$ cat config.mk
export PLATFORM = sky130hd
export DESIGN_NAME = rxts_prepend
export DESIGN_NICKNAME = d
export VERILOG_FILES = /design/src/rtl/rxts_pkg.sv /design/src/rtl/rxts_cfg_decode.sv /design/src/rtl/rxts_time_select.sv /design/src/rtl/rxts_hdr_shift.sv /design/src/rtl/rxts_ctrl.sv /design/src/rtl/rxts_prepend.sv
export SDC_FILE = /design/constraint.sdc
export NUM_CORES = 1
export LEC_CHECK = 0
export ABC_CLOCK_PERIOD_IN_PS = 5300
export BUFFER_PORTS_ARGS = -buffer_cell sky130_fd_sc_hd__buf_2
export CAP_MARGIN = 20
export CELL_PAD_IN_SITES_DETAIL_PLACEMENT = 1
export CELL_PAD_IN_SITES_GLOBAL_PLACEMENT = 1
export CORE_MARGIN = 1
export CORE_UTILIZATION = 47
export CTS_BUF_LIST = sky130_fd_sc_hd__clkbuf_2
export DETAILED_ROUTE_END_ITERATION = 8
export PLACE_DENSITY_LB_ADDON = 0.1
export SYNTH_ARGS = -nofsm -noshare
export SYNTH_HDL_FRONTEND = slang
export SYNTH_SLANG_ARGS = --single-unit
$ cat constraint.sdc
create_clock -name clk -period 5.3 [get_ports clk]
set_input_delay 0.53 -clock clk [delete_from_list [all_inputs] [get_ports clk]]
set_output_delay 0.53 -clock clk [all_outputs]
set_load 0.01 [all_outputs]
$ cat src/rtl/rxts_pkg.sv
package rxts_pkg;
   typedef enum logic [1:0] {
      RX_IDLE = 2'd0,
      RX_HDR  = 2'd1,
      RX_BODY = 2'd2
   } rxts_state_e;

   localparam int unsigned BYTE_W = 8;
endpackage

$ cat src/rtl/rxts_cfg_decode.sv
module rxts_cfg_decode #(
   parameter int unsigned NUM_QUEUES = 4,
   parameter int unsigned SELW       = 1,
   parameter int unsigned QW         = 2
) (
   input  logic [NUM_QUEUES-1:0]      q_en_i,
   input  logic [NUM_QUEUES*SELW-1:0] sel0_flat_i,
   input  logic [NUM_QUEUES*SELW-1:0] sel1_flat_i,
   input  logic [QW-1:0]              queue_i,
   output logic                       en_o,
   output logic [SELW-1:0]            sel0_o,
   output logic [SELW-1:0]            sel1_o
);
   logic [SELW-1:0] sel0_arr [NUM_QUEUES];
   logic [SELW-1:0] sel1_arr [NUM_QUEUES];

   for (genvar g = 0; g < NUM_QUEUES; g++) begin : g_unpack
      assign sel0_arr[g] = sel0_flat_i[g*SELW +: SELW];
      assign sel1_arr[g] = sel1_flat_i[g*SELW +: SELW];
   end

   // A queue index beyond the configured count never stamps.
   always_comb begin
      en_o   = 1'b0;
      sel0_o = '0;
      sel1_o = '0;
      for (int k = 0; k < NUM_QUEUES; k++) begin
         if (queue_i == QW'(k)) begin
            en_o   = q_en_i[k];
            sel0_o = sel0_arr[k];
            sel1_o = sel1_arr[k];
         end
      end
   end
endmodule

$ cat src/rtl/rxts_time_select.sv
module rxts_time_select #(
   parameter int unsigned TIME_W     = 64,
   parameter int unsigned NUM_TIMERS = 2,
   parameter int unsigned SELW       = 1
) (
   input  logic [NUM_TIMERS*TIME_W-1:0] timers_i,
   input  logic [SELW-1:0]              sel_i,
   output logic [TIME_W-1:0]            time_o
);
   // An out-of-range select falls back to source 0.
   always_comb begin
      time_o = timers_i[TIME_W-1:0];
      for (int k = 1; k < NUM_TIMERS; k++) begin
         if (sel_i == SELW'(k)) time_o = timers_i[k*TIME_W +: TIME_W];
      end
   end
endmodule

$ cat src/rtl/rxts_hdr_shift.sv
module rxts_hdr_shift #(
   parameter int unsigned TIME_W = 64
) (
   input  logic                clk,
   input  logic                rst_n,
   input  logic                load_i,
   input  logic                adv_i,
   input  logic [TIME_W-1:0]   slot0_i,
   input  logic [TIME_W-1:0]   slot1_i,
   output logic [7:0]          byte_o,
   output logic                first_o,
   output logic                last_o,
   output logic [2*TIME_W-1:0] hdr_o
);
   localparam int unsigned HDR_BYTES = 2 * TIME_W / 8;
   localparam int unsigned CW        = $clog2(HDR_BYTES);

   logic [2*TIME_W-1:0] hdr_q;
   logic [CW-1:0]       cnt_q;

   always_ff @(posedge clk or negedge rst_n) begin
      if (!rst_n) begin
         hdr_q <= '0;
         cnt_q <= '0;
      end else if (load_i) begin
         hdr_q <= {slot1_i, slot0_i};
         cnt_q <= '0;
      end else if (adv_i) begin
         cnt_q <= last_o ? '0 : cnt_q + 1'b1;
      end
   end

   assign byte_o  = hdr_q[{cnt_q, 3'b000} +: 8];
   assign first_o = (cnt_q == '0);
   assign last_o  = (cnt_q == CW'(HDR_BYTES - 1));
   assign hdr_o   = hdr_q;
endmodule

$ cat src/rtl/rxts_ctrl.sv
module rxts_ctrl
   import rxts_pkg::*;
(
   input  logic       clk,
   input  logic       rst_n,
   input  logic       stamp_ok_i,
   input  logic       in_valid_i,
   input  logic [7:0] in_data_i,
   input  logic       in_sof_i,
   input  logic       in_eof_i,
   output logic       in_ready_o,
   input  logic       out_ready_i,
   output logic       out_valid_o,
   output logic [7:0] out_data_o,
   output logic       out_sof_o,
   output logic       out_eof_o,
   input  logic [7:0] hdr_byte_i,
   input  logic       hdr_first_i,
   input  logic       hdr_last_i,
   output logic       load_o,
   output logic       adv_o,
   output logic       hdr_active_o
);
   rxts_state_e st_q, st_d;

   always_ff @(posedge clk or negedge rst_n) begin
      if (!rst_n) st_q <= RX_IDLE;
      else        st_q <= st_d;
   end

   always_comb begin
      st_d        = st_q;
      out_valid_o = in_valid_i;
      out_data_o  = in_data_i;
      out_sof_o   = in_sof_i;
      out_eof_o   = in_eof_i;
      in_ready_o  = out_ready_i;
      load_o      = 1'b0;
      adv_o       = 1'b0;
      unique case (st_q)
         RX_IDLE: begin
            if (in_valid_i && in_sof_i && stamp_ok_i) begin
               load_o      = 1'b1;
               out_valid_o = 1'b0;
               out_sof_o   = 1'b0;
               out_eof_o   = 1'b0;
               in_ready_o  = 1'b0;
               st_d        = RX_HDR;
            end else if (in_valid_i && out_ready_i && in_sof_i && !in_eof_i) begin
               st_d = RX_BODY;
            end
         end
         RX_HDR: begin
            out_valid_o = 1'b1;
            out_data_o  = hdr_byte_i;
            out_sof_o   = hdr_first_i;
            out_eof_o   = 1'b0;
            in_ready_o  = 1'b0;
            if (out_ready_i) begin
               adv_o = 1'b1;
               if (hdr_last_i) st_d = RX_BODY;
            end
         end
         RX_BODY: begin
            out_sof_o = 1'b0;
            if (in_valid_i && out_ready_i && in_eof_i) st_d = RX_IDLE;
         end
         default: st_d = RX_IDLE;
      endcase
   end

   assign hdr_active_o = (st_q == RX_HDR);
endmodule

$ cat src/rtl/rxts_prepend.sv
module rxts_prepend #(
   parameter int unsigned TIME_W     = 64,
   parameter int unsigned NUM_TIMERS = 2,
   parameter int unsigned NUM_QUEUES = 4,
   parameter int unsigned SELW       = (NUM_TIMERS > 1) ? $clog2(NUM_TIMERS) : 1,
   parameter int unsigned QW         = (NUM_QUEUES > 1) ? $clog2(NUM_QUEUES) : 1
) (
   input  logic                         clk,
   input  logic                         rst_n,
   input  logic                         stamp_en,
   input  logic [NUM_QUEUES-1:0]        q_stamp_en,
   input  logic [NUM_QUEUES*SELW-1:0]   q_sel0,
   input  logic [NUM_QUEUES*SELW-1:0]   q_sel1,
   input  logic [NUM_TIMERS*TIME_W-1:0] timer_bus,
   input  logic                         in_valid,
   output logic                         in_ready,
   input  logic [7:0]                   in_data,
   input  logic                         in_sof,
   input  logic                         in_eof,
   input  logic [QW-1:0]                in_queue,
   output logic                         out_valid,
   input  logic                         out_ready,
   output logic [7:0]                   out_data,
   output logic                         out_sof,
   output logic                         out_eof
);
   if (TIME_W % 32 != 0 || TIME_W == 0) begin : g_bad_time_w
      $error("TIME_W must be a nonzero multiple of 32");
   end
   if (NUM_TIMERS < 1) begin : g_bad_timers
      $error("NUM_TIMERS must be at least 1");
   end
   if (NUM_QUEUES < 1) begin : g_bad_queues
      $error("NUM_QUEUES must be at least 1");
   end
   if ((1 << SELW) < NUM_TIMERS) begin : g_bad_selw
      $error("SELW too narrow for NUM_TIMERS");
   end

   logic                q_en;
   logic [SELW-1:0]     sel0, sel1;
   logic [TIME_W-1:0]   slot0, slot1;
   logic [7:0]          hdr_byte;
   logic                hdr_first, hdr_last;
   logic                load, adv;
   logic                hdr_active;
   logic [2*TIME_W-1:0] hdr_word;

   rxts_cfg_decode #(.NUM_QUEUES(NUM_QUEUES), .SELW(SELW), .QW(QW)) u_cfg (
      .q_en_i(q_stamp_en), .sel0_flat_i(q_sel0), .sel1_flat_i(q_sel1),
      .queue_i(in_queue), .en_o(q_en), .sel0_o(sel0), .sel1_o(sel1)
   );

   rxts_time_select #(.TIME_W(TIME_W), .NUM_TIMERS(NUM_TIMERS), .SELW(SELW)) u_sel0 (
      .timers_i(timer_bus), .sel_i(sel0), .time_o(slot0)
   );

   rxts_time_select #(.TIME_W(TIME_W), .NUM_TIMERS(NUM_TIMERS), .SELW(SELW)) u_sel1 (
      .timers_i(timer_bus), .sel_i(sel1), .time_o(slot1)
   );

   rxts_hdr_shift #(.TIME_W(TIME_W)) u_hdr (
      .clk(clk), .rst_n(rst_n), .load_i(load), .adv_i(adv),
      .slot0_i(slot0), .slot1_i(slot1), .byte_o(hdr_byte),
      .first_o(hdr_first), .last_o(hdr_last), .hdr_o(hdr_word)
   );

   rxts_ctrl u_ctrl (
      .clk(clk), .rst_n(rst_n), .stamp_ok_i(stamp_en && q_en),
      .in_valid_i(in_valid), .in_data_i(in_data), .in_sof_i(in_sof),
      .in_eof_i(in_eof), .in_ready_o(in_ready), .out_ready_i(out_ready),
      .out_valid_o(out_valid), .out_data_o(out_data), .out_sof_o(out_sof),
      .out_eof_o(out_eof), .hdr_byte_i(hdr_byte), .hdr_first_i(hdr_first),
      .hdr_last_i(hdr_last), .load_o(load), .adv_o(adv),
      .hdr_active_o(hdr_active)
   );
endmodule

==> flow_metrics.tcl <==
set metrics [dict create \
    yosysSeqAreaShare_pct 44.28 \
    cp_max_fo 18 \
    grt_overflow_total 0 \
    critPathBufInv 2 \
    p_leak_uw 0.004306 \
    clk_pin_slew_ns 0.21 \
    power_density_nw_per_um2 505.7 \
    reg2reg_depth 3 \
    synth_fp_nets 869 \
    cts_made_buffers 17 \
    maxSlewHeadroom_pct 32.42 \
    drcViolationCount 0 \
    viasPerCell 5.692 \
    rr_startpoint "u_hdr.cnt_q[1]" \
    ys_async_sr_fraction_pct 100.0 \
    synth_top_area_share_pct 44.28 \
    synth_seq_cells 134 \
    grt_pass1_wl_um 35450 \
    setup_tns_ns 0 \
    min_path_type "in -> reg" \
    synth_cell_types 38 \
    worst_slew_pin_slew_ns 1.014 \
    wl_per_cell_um 21.54 \
    dp_hpwl_um 17580 \
    crit_family "multiplexers" \
    post_cts_buffers 0 \
    period_needed_ns 3.700 \
    netlist_area_um2 7572 \
    r2r_end "u_hdr.cnt_q[3]" \
    cp.arrival_ns 3.17 \
    placed_cell_area_um2 8322 \
    path_cells "buf_4 > mux4_2 > mux2_2 > a22oi_1 > o21ai_1 > buf_2" \
    synth_common_cells "142 x mux2i_1, 139 x nand2_1, 134 x dfrtp_1" \
    boundaryPins 169 \
    cts_tree "done" \
    drt_iter0_drc 362 \
    ys.flop_type "dfrtp_1" \
    synth_edf_count 0 \
    avgSynthCellArea_um2 10.67 \
    synth_most_common_cell "mux2i_1" \
    peakVddDrop_v 0.0001835 \
    skew_ns 0.02480 \
    antenna_found_initial 1 \
    start_util_pct 47.84 \
    cts_htree_levels 4 \
    grt_pass1_vias 6278 \
    finalInstanceArea_um2 8660 \
    antenna_left 0 \
    min_period_over_period_pct 69.80 \
    hold_slack_ns 0.07926 \
    yosysTopAreaCell "dfrtp_1" \
    end_kind "output pin" \
    drive_above_1_share_pct 28.65 \
    cp_data_required_time_ns 4.77 \
    cp-start-kind "flip-flop" \
    root_buffer "clkbuf_2" \
    drtPass1Iterations 5 \
    yosys-top-cells-area "dfrtp_1 44%, mux2i_1 19%, mux4_2 8.6%" \
    hold_end "u_hdr.hdr_o[50]" \
    final-max-slew-violation-count 0 \
    core.rowCount 46 \
    cts.sinks 134 \
    setup_violations 0 \
    max_clock_freq_mhz 270.3 \
    area_growth_pct 14.36 \
    rsz0062_at_grt "false" \
    report.final.hold_viol_count 0 \
    nets 1008 \
    critPathSlowestCell "dfrtp_1" \
    num_vias 6142 \
    dieWidth_um 128.9 \
    synthCells 710 \
    critPathKind "reg -> out" \
    grt_util_all_layers_pct 29.45 \
    io_buffers 168 \
    min-delay-start "timer_bus[50]" \
    die-area_um2 16620 \
    grt_max_degree 140 \
    core_area_um2 15830 \
    r2r_slack_ns 3.14 \
    cts_buffer_depth 2 \
    max_cap_viol_count 0 \
    slowest_delay_ns 0.73 \
    wl_um 23240 \
    hold_depth 3 \
    die-height_um 128.9 \
    clock_latency_ns 0.70 \
    status "finished clean" \
    place_congestion 0.8960 \
    ys_warn_count 0 \
]
[how the worst max path moves through the flow]
stage | depth (start not counted) | from | endpoint
finish | 6 | u_hdr.cnt_q[0] | out_data[1]
global route | 6 | u_hdr.cnt_q[0] | out_data[1]
CTS | 6 | u_hdr.cnt_q[0] | out_data[1]
detailed placement | 6 | u_hdr.cnt_q[0] | out_data[1]
global placement | 6 | u_hdr.cnt_q[0] | out_data[1]
floorplan | 6 | u_hdr.cnt_q[0] | out_data[7]
[sequential cells by signal (all words and copies together) (netlist names)]
register	flops
u_ctrl.st_q	2
u_hdr.hdr_o	128
u_hdr.cnt_q	4
[where the power goes]
part	internal, uW	switching [uW]	total (uW)
registers	1510	566	2070
clock network	304	392	696
logic	806	805	1610
[cell type report]
class / count / area, um^2
diodes: 1 / 2.502
clock buffers: 17 / 85.08
clock inverters: 15 / 185.2
fillers: 1810 / 7168
inverters: 5 / 18.77
multi-input cells: 516 / 3792
flip-flops and latches: 134 / 3354
well taps: 216 / 270.3
repair buffers: 175 / 950.9
[routing by layer]
metal	up-vias	global-route usage, %	part of all wire, %
li1	2823	-	-
met1	3074	38.35	43
met2	204	48.52	49
met3	41	6.154	5.2
met4	0	11.21	3.2
met5	-	0	0
[metrics by stage]
stage | util [%] | setup slack (ns) | power, uW | cells
after detailed placement | 52.58 | 2.371 | 3696 | 1043
after CTS | 54.35 | 1.540 | 4388 | 1076
after floorplan | - | 3.133 | 3031 | 710
final | 54.71 | 1.600 | 4379 | 1079
after global placement | 52.58 | 2.472 | 3582 | 1043
after global routing | 54.71 | 1.381 | 4655 | 1079
[kinds of logic (layout without fill, tap and decap cells)]
| kind of cell | Yosys count | in the layout | synth area share, % |
|---|---|---|---|
| xor gates and xnor gates | 1 | 1 | 0.1157 |
| adders and majority gates | 2 | 2 | 0.3304 |
| buffers and inverters | 60 | 212 | 5.651 |
| other | 0 | 1 | 0 |
| DFF | 134 | 134 | 44.28 |
| AOI/OAI and AO/OA | 160 | 160 | 11.55 |
| and+or+nand+nor | 177 | 177 | 9.732 |
| muxes | 176 | 176 | 28.34 |
[what timing repair did]
| action | in CTS | in global routing |
|---|---|---|
| hold buffers | 1 | 0 |
| gates resized for setup | 0 | 0 |
| hold endpoints to repair | 60 | 0 |
[cells in the final DEF, fill, tap and decap left out, drive strengths merged, types with 4 or more instances in the layout]
cell	instances
buf	174
mux2i	142
nand2	139
dfrtp	134
o21ai	134
mux4	30
clkbuf	17
nand3	12
a21oi	11
nor2	11
clkinv	7
inv	6
nor2b	4
mux2	4
a22oi	4
bufinv	4
[tightest hold or removal path, cell delays in order]
cell and delay [ns]:
buf_2 0.09, mux2i_1 0.05, o21ai_1 0.10
Power figures use the tool's default switching activity.
